$ cat src/rtl/irq_hier_pkg.sv
package irq_hier_pkg;
    // Fixed system words
    localparam int ADDR_GCTL  = 0;
    localparam int ADDR_MASK  = 1;
    localparam int ADDR_MID   = 2;
    // Per-module window: MOD_BASE + MOD_STRIDE*m + offset
    localparam int MOD_BASE   = 4;
    localparam int MOD_STRIDE = 4;
    localparam int OFS_FLAG   = 0;
    localparam int OFS_EN     = 1;
    localparam int OFS_SID    = 2;

    function automatic int map_words(input int n_mod);
        return MOD_BASE + MOD_STRIDE * n_mod;
    endfunction
endpackage

$ cat src/rtl/irq_src_bank.sv
module irq_src_bank
    import irq_hier_pkg::*;
#(
    parameter int N_SRC   = 16,
    parameter int MOD_IDX = 0,
    parameter int AW      = 6
) (
    input  logic             clk,
    input  logic             rst_n,
    input  logic [N_SRC-1:0] evt,
    input  logic             wr,
    input  logic [AW-1:0]    addr,
    input  logic [N_SRC-1:0] wdata,
    output logic [N_SRC-1:0] flag_q_o,
    output logic [N_SRC-1:0] en_q_o,
    output logic [N_SRC-1:0] sub_id,
    output logic             pend
);
    localparam logic [AW-1:0] A_FLAG = AW'(MOD_BASE + MOD_STRIDE*MOD_IDX + OFS_FLAG);
    localparam logic [AW-1:0] A_EN   = AW'(MOD_BASE + MOD_STRIDE*MOD_IDX + OFS_EN);

    typedef struct packed {
        logic [N_SRC-1:0] flag;
        logic [N_SRC-1:0] en;
    } bank_t;

    bank_t st_d, st_q;
    logic  clr_hit, en_hit;

    always_comb begin
        st_d    = st_q;
        clr_hit = wr && (addr == A_FLAG);
        en_hit  = wr && (addr == A_EN);
        // clear first, then OR events so a same-cycle event wins
        if (clr_hit)
            st_d.flag = st_q.flag & ~wdata;
        st_d.flag = st_d.flag | evt;
        if (en_hit)
            st_d.en = wdata;
    end

    always_ff @(posedge clk or negedge rst_n) begin
        if (!rst_n)
            st_q <= '0;
        else
            st_q <= st_d;
    end

    assign flag_q_o = st_q.flag;
    assign en_q_o   = st_q.en;
    assign sub_id   = st_q.flag & st_q.en;
    assign pend     = |sub_id;

    AST_EVT_STICKS: assert property (@(posedge clk) disable iff (!rst_n)
        (|evt) |=> ((st_q.flag & $past(evt)) == $past(evt)));
    AST_FLAG_HOLD: assert property (@(posedge clk) disable iff (!rst_n)
        !(wr && (addr == A_FLAG)) |=> ((st_q.flag & $past(st_q.flag)) == $past(st_q.flag)));
    AST_EN_HOLD: assert property (@(posedge clk) disable iff (!rst_n)
        !(wr && (addr == A_EN)) |=> $stable(st_q.en));
endmodule

$ cat src/rtl/irq_gate.sv
module irq_gate
    import irq_hier_pkg::*;
#(
    parameter int N_MOD = 8,
    parameter int AW    = 6
) (
    input  logic             clk,
    input  logic             rst_n,
    input  logic [N_MOD-1:0] pend,
    input  logic             wr,
    input  logic [AW-1:0]    addr,
    input  logic [N_MOD-1:0] wdata,
    output logic             gie_q_o,
    output logic [N_MOD-1:0] mask_q_o,
    output logic             irq_req
);
    localparam logic [AW-1:0] A_GCTL = AW'(ADDR_GCTL);
    localparam logic [AW-1:0] A_MASK = AW'(ADDR_MASK);

    typedef struct packed {
        logic             gie;
        logic [N_MOD-1:0] mask;
        logic             irq;
    } gate_t;

    gate_t st_d, st_q;

    always_comb begin
        st_d = st_q;
        if (wr && (addr == A_GCTL))
            st_d.gie = wdata[0];
        if (wr && (addr == A_MASK))
            st_d.mask = wdata;
        st_d.irq = st_q.gie && (|(pend & st_q.mask));
    end

    always_ff @(posedge clk or negedge rst_n) begin
        if (!rst_n)
            st_q <= '0;
        else
            st_q <= st_d;
    end

    assign gie_q_o  = st_q.gie;
    assign mask_q_o = st_q.mask;
    assign irq_req  = st_q.irq;

    AST_IRQ_NEEDS_GIE: assert property (@(posedge clk) disable iff (!rst_n)
        irq_req |-> $past(st_q.gie));
    AST_IRQ_NEEDS_PEND: assert property (@(posedge clk) disable iff (!rst_n)
        irq_req |-> (|($past(pend) & $past(st_q.mask))));
    AST_MASK_HOLD: assert property (@(posedge clk) disable iff (!rst_n)
        !(wr && (addr == A_MASK)) |=> $stable(st_q.mask));
    AST_GIE_HOLD: assert property (@(posedge clk) disable iff (!rst_n)
        !(wr && (addr == A_GCTL)) |=> $stable(st_q.gie));
endmodule

$ cat src/rtl/irq_rd_mux.sv
module irq_rd_mux
    import irq_hier_pkg::*;
#(
    parameter int N_MOD = 8,
    parameter int N_SRC = 16,
    parameter int AW    = 6,
    parameter int DW    = 16
) (
    input  logic                   gie,
    input  logic [N_MOD-1:0]       mask,
    input  logic [N_MOD-1:0]       mod_id,
    input  logic [N_MOD*N_SRC-1:0] flags,
    input  logic [N_MOD*N_SRC-1:0] ens,
    input  logic [N_MOD*N_SRC-1:0] sids,
    input  logic [AW-1:0]          addr,
    output logic [DW-1:0]          rdata
);
    always_comb begin
        rdata = '0;
        if (addr == AW'(ADDR_GCTL))
            rdata[0] = gie;
        if (addr == AW'(ADDR_MASK))
            rdata[N_MOD-1:0] = mask;
        if (addr == AW'(ADDR_MID))
            rdata[N_MOD-1:0] = mod_id;
        for (int m = 0; m < N_MOD; m++) begin
            if (addr == AW'(MOD_BASE + MOD_STRIDE*m + OFS_FLAG))
                rdata[N_SRC-1:0] = flags[m*N_SRC +: N_SRC];
            if (addr == AW'(MOD_BASE + MOD_STRIDE*m + OFS_EN))
                rdata[N_SRC-1:0] = ens[m*N_SRC +: N_SRC];
            if (addr == AW'(MOD_BASE + MOD_STRIDE*m + OFS_SID))
                rdata[N_SRC-1:0] = sids[m*N_SRC +: N_SRC];
        end
    end
endmodule

$ cat src/rtl/irq_hier_ctrl.sv
module irq_hier_ctrl
    import irq_hier_pkg::*;
#(
    parameter  int N_MOD = 8,
    parameter  int N_SRC = 16,
    localparam int AW    = $clog2(map_words(N_MOD)),
    localparam int DW    = (N_SRC > N_MOD) ? N_SRC : N_MOD
) (
    input  logic                   clk,
    input  logic                   rst_n,
    input  logic [N_MOD*N_SRC-1:0] src_evt,
    input  logic                   reg_wr,
    input  logic [AW-1:0]          reg_addr,
    input  logic [DW-1:0]          reg_wdata,
    output logic [DW-1:0]          reg_rdata,
    output logic                   irq_req
);
    logic [N_MOD*N_SRC-1:0] flags, ens, sids;
    logic [N_MOD-1:0]       mod_id;
    logic [N_MOD-1:0]       mask;
    logic                   gie;

    for (genvar m = 0; m < N_MOD; m++) begin : g_bank
        irq_src_bank #(
            .N_SRC   (N_SRC),
            .MOD_IDX (m),
            .AW      (AW)
        ) u_bank (
            .clk      (clk),
            .rst_n    (rst_n),
            .evt      (src_evt[m*N_SRC +: N_SRC]),
            .wr       (reg_wr),
            .addr     (reg_addr),
            .wdata    (reg_wdata[N_SRC-1:0]),
            .flag_q_o (flags[m*N_SRC +: N_SRC]),
            .en_q_o   (ens[m*N_SRC +: N_SRC]),
            .sub_id   (sids[m*N_SRC +: N_SRC]),
            .pend     (mod_id[m])
        );
    end

    irq_gate #(
        .N_MOD (N_MOD),
        .AW    (AW)
    ) u_gate (
        .clk      (clk),
        .rst_n    (rst_n),
        .pend     (mod_id),
        .wr       (reg_wr),
        .addr     (reg_addr),
        .wdata    (reg_wdata[N_MOD-1:0]),
        .gie_q_o  (gie),
        .mask_q_o (mask),
        .irq_req  (irq_req)
    );

    irq_rd_mux #(
        .N_MOD (N_MOD),
        .N_SRC (N_SRC),
        .AW    (AW),
        .DW    (DW)
    ) u_rd (
        .gie    (gie),
        .mask   (mask),
        .mod_id (mod_id),
        .flags  (flags),
        .ens    (ens),
        .sids   (sids),
        .addr   (reg_addr),
        .rdata  (reg_rdata)
    );

    AST_IRQ_OFF_NO_GIE: assert property (@(posedge clk) disable iff (!rst_n)
        !gie |=> !irq_req);
endmodule

$ cat config.mk
export PLATFORM = sky130hd
export DESIGN_NAME = irq_hier_ctrl
export DESIGN_NICKNAME = d
export VERILOG_FILES = /design/src/rtl/irq_hier_pkg.sv /design/src/rtl/irq_src_bank.sv /design/src/rtl/irq_gate.sv /design/src/rtl/irq_rd_mux.sv /design/src/rtl/irq_hier_ctrl.sv
export SDC_FILE = /design/constraint.sdc
export NUM_CORES = 1
export LEC_CHECK = 0
export BUFFER_PORTS_ARGS = -buffer_cell sky130_fd_sc_hd__buf_2
export CORE_UTILIZATION = 35
export DETAILED_ROUTE_END_ITERATION = 6
export SLEW_MARGIN = 20
export SYNTH_ARGS = -nofsm -noshare
export SYNTH_HDL_FRONTEND = slang
export SYNTH_SLANG_ARGS = --single-unit
export TNS_END_PERCENT = 5
$ cat constraint.sdc
create_clock -name clk -period 2.8 [get_ports clk]
set_input_delay 0 -clock clk [delete_from_list [all_inputs] [get_ports clk]]
set_output_delay 0 -clock clk [all_outputs]
set_load 0.005 [all_outputs]
After elaboration in Yosys (flattened, before gate mapping)
Cells that the tools add are included.
- bits of input ports: 153
- bits in registers: 266
- logic and storage cells: 135
- output and inout bits: 17
- reductions and logical operators: 29
- bitwise logic cells: 26
- eq/ne operators: 26
- muxes and demuxes: 35
- operators by type and width (kind ; number):
    2-to-1 mux 16 bit ; 32
    bitwise AND 16 bit ; 16
    OR 16 bit ; 8
    OR reduction 16 bit ; 8
    == test 6 x 5 -> 1 bit, second input constant ; 12
    == test 6 x 4 -> 1 bit, second input constant ; 6
    logical AND 1 bit ; 19
    == test 6 x 3 -> 1 bit, second input constant ; 3
    == test 6 bit, second input constant ; 3
    2-to-1 mux 8 bit ; 2
    NOT 16 bit ; 1
    bitwise AND 8 bit ; 1
    OR reduction 8 bit ; 1
    == test 6 x 1 -> 1 bit, second input constant ; 1
    == test 6 x 2 -> 1 bit, second input constant ; 1
    zero test 6 bit ; 1
    2-to-1 mux 1 bit ; 1

Logic depth before layout (Yosys ltp)
Gate-level depths: netlist (run 1).
- depth after elaboration: 28
- mapped depth: 11
- gate-level depth less buffers: 8

Cells and area by module
From an unflattened synthesis (run 1), not the netlist that was laid out.
- cell total of the unflattened synthesis: 1684
- area total of the unflattened synthesis: 15862.7 µm²
- by module, submodules not included (module ; cells each ; sequential area each (µm²) ; area an instance (µm²) ; instances):
    irq_rd_mux ; 668 ; 0.0 ; 4136.5 ; 1
    irq_src_bank (g_bank[4].u_bank ...) ; 124 ; 800.8 ; 1421.4 ; 2
    irq_src_bank (g_bank[0].u_bank ...) ; 123 ; 800.8 ; 1413.9 ; 2
    irq_src_bank (g_bank[3].u_bank ...) ; 123 ; 800.8 ; 1406.3 ; 2
    irq_src_bank (g_bank[6].u_bank) ; 123 ; 800.8 ; 1402.6 ; 1
    irq_src_bank (g_bank[2].u_bank) ; 123 ; 800.8 ; 1393.8 ; 1
    irq_gate ; 30 ; 250.2 ; 446.7 ; 1

Worst setup path after synthesis (run 1)
Ideal clock, no wire load.
- kind: input to register
- start: in reg_addr[3]
- end: reg g_bank[7].u_bank.st_q (netlist bit g_bank[7].u_bank.en_q_o[10])
- slack: 1014 ps
- data arrival time: 1661 ps
- buffers on the path: 3
- library setup time: 125 ps
- stages on the path: 7
- required time: 2675 ps
- cell sequence: buf_4 > or2_2 > buf_2 > nor3b_2 > nand3_1 > buf_2 > mux2_2
- longest elaborated chain between the ends: 2
- RTL lines (what ; line ; RTL):
    start: declaration ; irq_hier_ctrl.sv:13 ; input logic [AW-1:0] reg_addr,
    == test 6 bit ; irq_src_bank.sv:33 ; en_hit = wr && (addr == A_EN);
    logical AND 1 bit ; irq_src_bank.sv:33 ;
    end signal: assignment ; irq_src_bank.sv:46 ; st_q <= st_d;
    end: declaration ; irq_src_bank.sv:27 ; bank_t st_d, st_q;
Every way passes these cells.
A chain may end at the register's enable or synchronous reset.

Final worst setup path (run 1)
- start: reg g_bank[5].u_bank.st_q (netlist bit g_bank[5].u_bank.en_q_o[4])
- end: out reg_rdata[5]
- longest elaborated chain between the ends: 27
- RTL lines (what ; line ; RTL):
    start: declaration ; irq_src_bank.sv:27 ;
    start signal: assignment ; irq_src_bank.sv:46 ;
    bitwise AND 16 bit ; irq_src_bank.sv:51 ; assign sub_id = st_q.flag & st_q.en;
    OR reduction 16 bit ; irq_src_bank.sv:52 ; assign pend = |sub_id;
    2-to-1 mux 8 bit ; irq_rd_mux.sv:24 ; if (addr == AW'(ADDR_MID))
    2-to-1 mux 16 bit ; irq_rd_mux.sv:27 ; if (addr == AW'(MOD_BASE + MOD_STRIDE*m + OFS_FLAG))
    2-to-1 mux 16 bit ; irq_rd_mux.sv:29 ; if (addr == AW'(MOD_BASE + MOD_STRIDE*m + OFS_EN))
    2-to-1 mux 16 bit ; irq_rd_mux.sv:31 ; if (addr == AW'(MOD_BASE + MOD_STRIDE*m + OFS_SID))
    2-to-1 mux 16 bit ; irq_rd_mux.sv:27 ;
    2-to-1 mux 16 bit ; irq_rd_mux.sv:29 ;
    (+11 left out) ; -- ;
    2-to-1 mux 16 bit ; irq_rd_mux.sv:29 ;
    2-to-1 mux 16 bit ; irq_rd_mux.sv:31 ;
    2-to-1 mux 16 bit ; irq_rd_mux.sv:27 ;
    2-to-1 mux 16 bit ; irq_rd_mux.sv:29 ;
    2-to-1 mux 16 bit ; irq_rd_mux.sv:31 ;
    2-to-1 mux 16 bit ; irq_rd_mux.sv:27 ;
    2-to-1 mux 16 bit ; irq_rd_mux.sv:29 ;
    2-to-1 mux 16 bit ; irq_rd_mux.sv:31 ;
    end: declaration ; irq_hier_ctrl.sv:15 ; output logic [DW-1:0] reg_rdata,
Every way passes these cells.

==> flow_summary.json, run 1 <==
{
  "status": "complete, but fails checks",
  "violations": "negative setup slack",
  "io_buffers": 169,
  "drive_above_1_share_pct": 29.95,
  "cp-end-kind": "output port",
  "grt_pass1_vias": 14610,
  "first_pass_iters": 6,
  "cts_tree": "built",
  "finalHoldViolCount": 0,
  "synth-simple-area-share_pct": 14.99,
  "cts_root_buf": "clkbuf_16",
  "worstHoldStart": "reg_wdata[6]",
  "coreArea_um2": 40190,
  "setup-violations-final": 4,
  "dp_cells": 2199,
  "gr-total-overflow": 0,
  "power_switching_w": 0.003008,
  "grt_max_degree": 78,
  "cp.required_ns": 2.80,
  "pwr_density_cell_nw_per_um2": 522.7,
  "vias": 14780,
  "ys_seq_area_share_pct": 46.20,
  "layout.nets": 2084,
  "grt_usage_pct": 32.11,
  "fmax_ghz": 0.3416,
  "rows": 73,
  "io_pins": 170,
  "synthAdderAreaFrac_pct": 0,
  "holdWs_ns": 0.01525,
  "rr_startpoint": "g_bank[4].u_bank.en_q_o[0]",
  "detail-route-antenna-nets": 0,
  "critPathKind": "flop to output port",
  "avgSynthCellArea_um2": 9.774,
  "first_iter_violations": 1880,
  "cts_buffers": 31,
  "swShare_pct": 28.62,
  "place_congestion": 1.031,
  "antenna_found_initial": 2,
  "instances_no_fill": 2479,
  "grt_first_pass_wirelength_mm": 97.90,
  "path_max_fanout": 4,
  "cts_buffer_depth": 3,
  "drc": 0,
  "register_area_um2": 6678,
  "cp-startpoint": "g_bank[5].u_bank.en_q_o[4]",
  "ys_warn_count": 0,
  "initial_core_util_pct": 35.85,
  "routed_wl_mm": 67.37,
  "clk_latency_ns": 0.60,
  "wl_per_cell_um": 27.18,
  "start_kind": "flop",
  "cts.sinks": 266,
  "synth_cell_type_count": 77,
  "p_seq_share_pct": 42.2,
  "n_fill_cell": 3768,
  "synth-xor-area-share_pct": 0.1129,
  "period_share_pct": 104.5,
  "p_leak_nw": 8.122,
  "synthArstFlopShare_pct": 100.0,
  "design.die.area_um2": 41980,
  "syn_area_um2": 14410,
  "synth_compound_area_share_pct": 23.69,
  "syn_nets": 1627,
  "hold_class": "input port to flop",
  "finalMaxSlewViolations": 0,
  "power_frac_comb_pct": 16.9,
  "arrival_ns": 2.93,
  "intPower_w": 0.007501,
  "period_minus_slack_ns": 2.927,
  "peakVddDrop_mv": 0.3948,
  "cap_viol_max_count": 0,
  "die_y_um": 204.9,
  "synthCells": 1474,
  "fin_ws_ns": -0.1270,
  "clkPwrFrac_pct": 40.8,
  "vias_per_cell": 5.963,
  "synth_seq_cells": 266,
  "synthFlopType": "dfrtp_1",
  "areaGrowthSynthToFinish_pct": 39.56,
  "worstMarginPinSlew_ns": 0.8602,
  "clk_pin_slew_ns": 0.06,
  "synth_top_family_by_area": "compound AO/OA/AOI/OAI gates",
  "dieWidth_um": 204.9,
  "hpwlAfterDp_mm": 47.99,
  "rsz0062_at_grt": "true",
  "skew_ns": 0.03427,
  "relSlewSlack_pct": 42.51,
  "htreeDepth": 1,
  "synth_edf_count": 0,
  "muxShareOfSynthArea_pct": 11.58,
  "multiInputGateArea_um2": 7576
}
## cells in the mapped netlist (3+ instances only)
library cell	instances	share of area (%)
clkbuf_1	51	1.3
o21a_1	3	0.16
a221oi_1	18	1.1
a21o_1	134	7.0
mux2_2	141	11
o31ai_1	4	0.21
buf_4	10	0.52
nand4bb_1	3	0.23
nor4_1	6	0.26
buf_1	6	0.16
or3_1	3	0.13
a32o_1	5	0.35
a31oi_1	14	0.61
a211oi_1	12	0.63
nor3_2	3	0.21
a21oi_1	67	2.3
o2bb2ai_1	3	0.18
o21ai_1	4	0.14
a2111oi_0	4	0.24
nor2b_1	9	0.39
o211ai_1	16	0.83
inv_1	13	0.34
and2_1	4	0.17
o2111ai_1	6	0.36
o22ai_1	20	0.87
nand4_1	16	0.69
o21ai_0	52	1.8
a22oi_1	63	3.3
a32oi_1	16	0.97
nor2_1	67	1.7
nand3_1	20	0.69
buf_2	28	0.97
a22o_1	7	0.43
nand2b_1	16	0.69
dfrtp_1	266	46
nor2_2	4	0.17
nor3_1	16	0.56
o22a_1	4	0.24
mux2i_1	8	0.56
o221ai_1	11	0.67
nor3_4	3	0.34
and3_1	7	0.30
nand2_1	271	7.1
## what timing repair did
action	CTS	global route
buffers inserted	3	5
endpoints found under the hold margin	394	0
gates resized for setup	36	47
pin swaps	14	23
hold buffers	216	0
setup endpoints to repair	9	14
## flip-flops by register name, summed over array words and instances, names as in the netlist
register / flops
g_bank.u_bank.flag_q_o: 128
u_gate.mask_q_o: 8
g_bank.u_bank.en_q_o: 128
u_gate.gie_q_o: 1
u_gate.irq_req: 1
## final timing paths
| kind | depth (start not counted) | end | slack, ns |
|---|---|---|---|
| min | 3 | g_bank[3].u_bank.flag_q_o[6] | 0.02 |
| min reg2reg | 1 | u_gate.mask_q_o[0] | 0.51 |
| max | 12 | reg_rdata[5] | -0.13 |
| max reg2reg | 6 | u_gate.irq_req | 0.79 |
| min in group asynchronous | 3 | g_bank[6].u_bank.flag_q_o[2] | 0.43 |
| max in group asynchronous | 4 | g_bank[0].u_bank.en_q_o[5] | 1.58 |
## stage by stage
step / power (W) / setup TNS, ns / worst slack (ns) / cell area, um^2 / utilization (%)
after global routing: 0.01085 / -0.5875 / -0.1326 / 20100 / 50.02
after floorplan: 0.005184 / 0 / 1.014 / 14410 / -
after global placement: 0.005970 / -0.3290 / -0.3290 / 16470 / 40.98
after detailed placement: 0.005986 / -0.2584 / -0.2584 / 16470 / 40.98
after CTS: 0.01047 / -0.2748 / -0.1016 / 19880 / 49.46
final: 0.01051 / -0.2560 / -0.1270 / 20110 / 50.03
## power groups by stage
stage / combinational (W) / clock (W) / sequential, W
floorplan: 0.000829 / 0 / 0.00435
global placement: 0.00149 / 0 / 0.00448
detailed placement: 0.00150 / 0 / 0.00448
CTS: 0.00171 / 0.00435 / 0.00442
global route: 0.00188 / 0.00450 / 0.00447
finish: 0.00178 / 0.00429 / 0.00444
## final cells by class
type                    count  area share, %
multi-input cells        1098          37.68
flip-flops and latches    266          33.21
repair buffers            520          20.29
clock buffers              42          4.362
well taps                 525          3.267
clock inverters            13         0.9148
inverters                  14         0.2614
diodes                      1        0.01245
## logic make-up (layout without fill, tap and decap cells)
kind of cell / count (synthesis) / in the layout
buf+inv: 110 / 589
compound gates: 483 / 483
flops: 266 / 266
mux: 149 / 149
simple gates: 465 / 465
other cells: 0 / 1
xor+xnor: 1 / 1
## metal layers
layer	part of all wire, %	track usage [%]
met1	44	45.50
met3	8.3	6.061
met5	0.019	0
met2	44	49.89
met4	3.3	8.677
## worst max-delay path: stages, from the launching register on
cell,delay [ns]
dfrtp_1,0.43
nand2_1,0.19
nand3_2,0.13
nor4_4,0.39
buf_4,0.21
o21ai_2,0.06
a221oi_2,0.24
buf_4,0.15
nor3_1,0.05
o21ai_1,0.13
buf_4,0.14
a21oi_2,0.07
buf_2,0.14
## cells in the final DEF, fill, tap and decap left out, types with 13 or more instances in the layout
| cell type | instances |
|---|---|
| clkbuf_16 | 31 |
| dfrtp_2 | 17 |
| nand2_1 | 269 |
| o21ai_0 | 45 |
| o22ai_1 | 18 |
| nand2b_1 | 16 |
| nor3_1 | 15 |
| a21oi_1 | 63 |
| inv_1 | 13 |
| a32oi_1 | 16 |
| nand3_1 | 16 |
| a21o_1 | 134 |
| nor2_1 | 66 |
| dfrtp_1 | 249 |
| dlygate4sd3_1 | 215 |
| mux2_2 | 141 |
| buf_2 | 168 |
| nand4_1 | 16 |
| o211ai_1 | 16 |
| buf_4 | 132 |
| a31oi_1 | 14 |
| a22oi_1 | 53 |
Note: power is estimated with default switching activity, not from simulation.
==> run 2: changes to the inputs <==
Clock period 2.8 ns to 3.55 ns, I/O delays scaled along.
==> run 2 against run 1 <==
Net effect:
- the run now ends clean
- final cell count shrank 5.2%
- sequential power shrank 21%
- core utilization is 3.6 points lower
- register-to-register slack better by 0.70 ns
- cell area is 7.2% lower
- critical path depth down 3
- clock skew shrank 0.022 ns
- worst hold slack got worse by 0.013 ns
- clock power is 24% lower
- die area is the same
- global-route usage is 0.39 points lower
- sequential share of layout area is 2.5 points higher
- critical endpoint is now reg_rdata[1]
==> flow_summary.json, run 2 (synthesized netlist as in run 1, its figures left out) <==
{
  "status": "completed",
  "final_area_um2": 18650,
  "drc": 0,
  "finalMaxSlewViolations": 0,
  "grt_first_pass_wirelength_mm": 96.06,
  "routed_wl_mm": 66.46,
  "layout.nets": 1956,
  "gr-total-overflow": 0,
  "arrival_ns": 3.50,
  "vias_per_cell": 5.976,
  "place_area_um2": 15880,
  "finalHoldViolCount": 0,
  "htreeDepth": 1,
  "cts.sinks": 266,
  "antenna_found_initial": 2,
  "vias": 14050,
  "die_y_um": 204.9,
  "start_kind": "flop",
  "p_leak_nw": 7.588,
  "design.die.area_um2": 41980,
  "cts_root_buf": "clkbuf_16",
  "first_iter_violations": 1447,
  "power_w": 0.008037,
  "io_pins": 170,
  "drive_above_1_share_pct": 24.10,
  "relSlewSlack_pct": 23.36,
  "cts_buffer_depth": 3,
  "grt_pass1_vias": 13810,
  "critPathKind": "flop to output port",
  "first_pass_iters": 6,
  "fin_ws_ns": 0.04608,
  "detail-route-antenna-nets": 0,
  "cp-end-kind": "output port",
  "rows": 73,
  "clk_pin_slew_ns": 0.07,
  "layout_common_cells": "271 x nand2_1, 266 x dfrtp_1, 172 x dlygate4sd3_1",
  "skew_ns": 0.01229,
  "initial_core_util_pct": 35.85,
  "place_congestion": 1.004,
  "fmax_ghz": 0.2854,
  "worstMarginPinSlew_ns": 1.121,
  "dieWidth_um": 204.9,
  "io_buffers": 169,
  "cp.required_ns": 3.55,
  "pre_cts_ws_ns": 0.4282,
  "grt_max_degree": 78,
  "setup-violations-final": 0,
  "cap_viol_max_count": 0,
  "period_share_pct": 98.70,
  "hold_class": "input port to asynchronous set/reset pin",
  "coreArea_um2": 40190,
  "wl_per_cell_um": 28.27,
  "hpwlAfterDp_mm": 47.47,
  "period_minus_slack_ns": 3.504,
  "path_max_fanout": 4,
  "peakVddDrop_mv": 0.3433,
  "pwr_density_cell_nw_per_um2": 430.9,
  "fin_util_pct": 46.41,
  "areaGrowthSynthToFinish_pct": 29.48,
  "setup_tns_ns": 0,
  "final_common_cell": "nand2_1",
  "diodes": 0,
  "cts_buffers": 30,
  "cts_tree": "built",
  "grt_usage_pct": 31.71,
  "clk_latency_ns": 0.57,
  "rsz0062_at_grt": "false"
}
run 2: path summary, 6_finish.rpt:
kind,startpoint,endpoint,slack [ns],depth (start not counted)
worst min-delay path,rst_n,g_bank[3].u_bank.en_q_o[6],0.002,2
worst min register to register,g_bank[7].u_bank.flag_q_o[3],g_bank[7].u_bank.flag_q_o[3],0.52,1
max in group asynchronous,rst_n,g_bank[6].u_bank.en_q_o[15],2.64,3
min in group clk,reg_wdata[0],g_bank[3].u_bank.flag_q_o[0],0.01,3
worst max-delay path,g_bank[1].u_bank.flag_q_o[7],reg_rdata[1],0.05,9
worst max register to register,g_bank[4].u_bank.flag_q_o[0],u_gate.irq_req,1.49,6
run 2: cell type report:
class	count	area, um^2
Clock buffer	45	958.4
Clock inverter	10	90.09
Fill cell	3851	21540
Inverter	14	52.55
Multi-Input combinational cell	1098	7258
Sequential cell	266	6656
Tap cell	525	656.9
Timing Repair Buffer	393	2980
run 2: per-layer routing:
metal | vias to the layer above | global-route usage, % | part of all wire [%]
met2 | 676 | 49.38 | 45
li1 | 6106 | - | -
met4 | 4 | 9.735 | 3.3
met5 | - | 0 | 0.036
met3 | 131 | 6.284 | 7.6
met1 | 7132 | 44.18 | 44
run 2: stage by stage:
stage	cells	hold WS [ns]
2_1_floorplan	1474	-0.2956
3_3_place_gp	2124	0.02287
3_5_place_dp	2124	0.02553
4_1_cts	2351	0.0006481
5_1_grt	2351	0.02156
6_report	2351	0.002377
run 2: critical path, stage by stage, from the launching register on:
cell       delay (ns)
dfrtp_1          0.50
a22oi_1          0.38
and3_1           0.28
and4_1           0.27
nor2_1           0.06
o21ai_0          0.46
a21oi_1          0.19
a2111oi_1        0.50
o41ai_1          0.14
buf_2            0.15
run 2: report_power, final:
group          switching (W)  internal [W]
combinational       0.000705      0.000582
sequential          0.000260       0.00325
clock                0.00131       0.00193
total                0.00228       0.00576
run 2: what timing repair did:
item | 4_1_cts | 5_1_grt
hold endpoints to repair | 298 | 0
gates resized for setup | 0 | 1
hold buffers | 172 | 0
setup endpoints to repair | 0 | 1
buffers inserted | 0 | 0
==> run 3: changes to the inputs <==
Settings changed: HOLD_SLACK_MARGIN set to 0.08, MAX_ROUTING_LAYER set to met4, TNS_END_PERCENT 5 to not set.
==> run 3 against run 2 <==
Net effect:
- core utilization rose by 2.0 points
- register-to-register slack got worse by 0.18 ns
- sequential share of layout area decreased by 1.5 points
- die area unchanged
- global-route usage rose by 1.2 points
- wire length up 0.59%
- worst hold slack better by 0.090 ns
- critical path type unchanged
- highest routed layer is now met4
==> flow_summary.json, run 3 (synthesized netlist as in run 1, its figures left out) <==
{
  "design.die.area_um2": 41980,
  "cts_buffer_depth": 3,
  "cts_root_buf": "clkbuf_16",
  "coreArea_um2": 40190,
  "cp-end-kind": "output port",
  "setup-violations-final": 0,
  "cts.sinks": 266,
  "rr_startpoint": "g_bank[4].u_bank.flag_q_o[0]",
  "first_pass_iters": 5,
  "arrival_ns": 3.25,
  "finalMaxSlewViolations": 0,
  "setup_tns_ns": 0,
  "period_share_pct": 91.42,
  "vias_per_cell": 5.911,
  "final_common_cell": "nand2_1",
  "io_buffers": 169,
  "status": "completed",
  "skew_ns": 0.01022,
  "first_iter_violations": 1393,
  "place_congestion": 1.014,
  "p_leak_nw": 7.680,
  "crit_chain": "a22oi_1, and3_1, and4_1, nor2_1, o21ai_0, a21oi_1, a2111oi_1, o41ai_1, buf_2",
  "clk_pin_slew_ns": 0.06,
  "power_switching_w": 0.002234,
  "clk_latency_ns": 0.58,
  "die_y_um": 204.9,
  "intPower_w": 0.005734,
  "antenna_found_initial": 0,
  "dieWidth_um": 204.9,
  "grt_usage_pct": 32.93,
  "hpwlAfterDp_mm": 46.98,
  "slowest_delay_ns": 0.47,
  "cp_top_family": "compound AO/OA/AOI/OAI gates",
  "slowest_stage": "dfrtp_1",
  "swShare_pct": 28.04,
  "layout_common_cells": "271 x nand2_1, 266 x dfrtp_1, 256 x dlygate4sd3_1",
  "io_pins": 170,
  "fmax_ghz": 0.3081,
  "gr-total-overflow": 0,
  "grt_pass1_vias": 14310,
  "power_frac_comb_pct": 16.1,
  "path_max_fanout": 3,
  "drive_above_1_share_pct": 22.50,
  "grt_first_pass_wirelength_mm": 97.82,
  "worstMarginPinSlew_ns": 1.091,
  "routed_wl_mm": 66.85,
  "areaGrowthSynthToFinish_pct": 35.05,
  "cts_tree": "built",
  "holdWs_ns": 0.09285,
  "pwr_density_cell_nw_per_um2": 409.6,
  "wl_per_cell_um": 27.52,
  "detail-route-antenna-nets": 0,
  "worst-path-buf-inv": 1,
  "vias": 14360,
  "drc": 0,
  "cp.required_ns": 3.55,
  "hold_class": "input port to asynchronous set/reset pin",
  "n_fill_cell": 3826,
  "power_w": 0.007968,
  "critPathKind": "flop to output port",
  "clkPwrFrac_pct": 39.8,
  "place_area_um2": 15870,
  "rows": 73,
  "rsz0062_at_grt": "false",
  "final_area_um2": 19460,
  "start_kind": "flop",
  "finalHoldViolCount": 0,
  "layout.nets": 2038,
  "cp-startpoint": "g_bank[1].u_bank.flag_q_o[14]",
  "grt_max_degree": 100,
  "relSlewSlack_pct": 25.39,
  "cap_viol_max_count": 0,
  "peakVddDrop_mv": 0.2662,
  "p_seq_share_pct": 44.1,
  "cts_buffers": 30,
  "initial_core_util_pct": 35.85,
  "htreeDepth": 1,
  "period_minus_slack_ns": 3.245
}
[run 3: final cells by class]
cell class                 instances  area [um^2]  area share [%]
clock inverter                     7        115.1          0.5916
inverter                          14        52.55          0.2701
tap                              525        656.9           3.376
timing repair buffer             475         3839           19.73
antenna                            2        5.005         0.02572
multi-input combinational       1098         7264           37.34
clock buffer                      42        867.1           4.457
sequential                       266         6656           34.21
[run 3: final timing paths]
check | end | slack, ns | depth (start not counted)
max reg2reg | u_gate.irq_req | 1.31 | 6
max in group asynchronous | g_bank[7].u_bank.en_q_o[13] | 2.97 | 3
min reg2reg | u_gate.mask_q_o[0] | 0.51 | 1
max | reg_rdata[1] | 0.30 | 9
min | g_bank[3].u_bank.flag_q_o[3] | 0.09 | 3
min in group clk | g_bank[3].u_bank.en_q_o[13] | 0.10 | 2
[run 3: metal layers]
metal / global-route usage (%) / vias up / wire length [um]
li1: - / 6267 / -
met1: 45.54 / 7262 / 30080
met2: 51.04 / 707 / 30460
met3: 4.104 / 123 / 4428
met4: 8.307 / 0 / 1876
met5: - / - / 0
[run 3: tightest hold or removal path, cell delays in order]
cell,delay [ns]
dlygate4sd3_1,0.56
buf_8,0.17
buf_16,0.35
[run 3: per-stage QoR]
step | util, % | worst slack (ns) | std cells
after detailed placement | 39.49 | 0.4635 | 2121
after global placement | 39.49 | 0.3862 | 2121
after CTS | 48.36 | 0.2814 | 2426
after global routing | 48.40 | 0.09931 | 2427
final | 48.41 | 0.3048 | 2429
after floorplan | - | 1.764 | 1474
[run 3: repair_timing]
item	CTS	global route
hold endpoints to repair	379	2
setup buffers	0	0
setup endpoints to repair	0	2
hold buffers	256	1
resized for setup	0	2
[run 3: power by group through the flow]
stage / clock network, W / logic [W] / registers (W)
after floorplan: 0 / 0.000654 / 0.00343
after global placement: 0 / 0.00114 / 0.00355
after detailed placement: 0 / 0.00114 / 0.00355
after CTS: 0.00321 / 0.00127 / 0.00350
after global routing: 0.00334 / 0.00137 / 0.00353
final: 0.00317 / 0.00129 / 0.00351
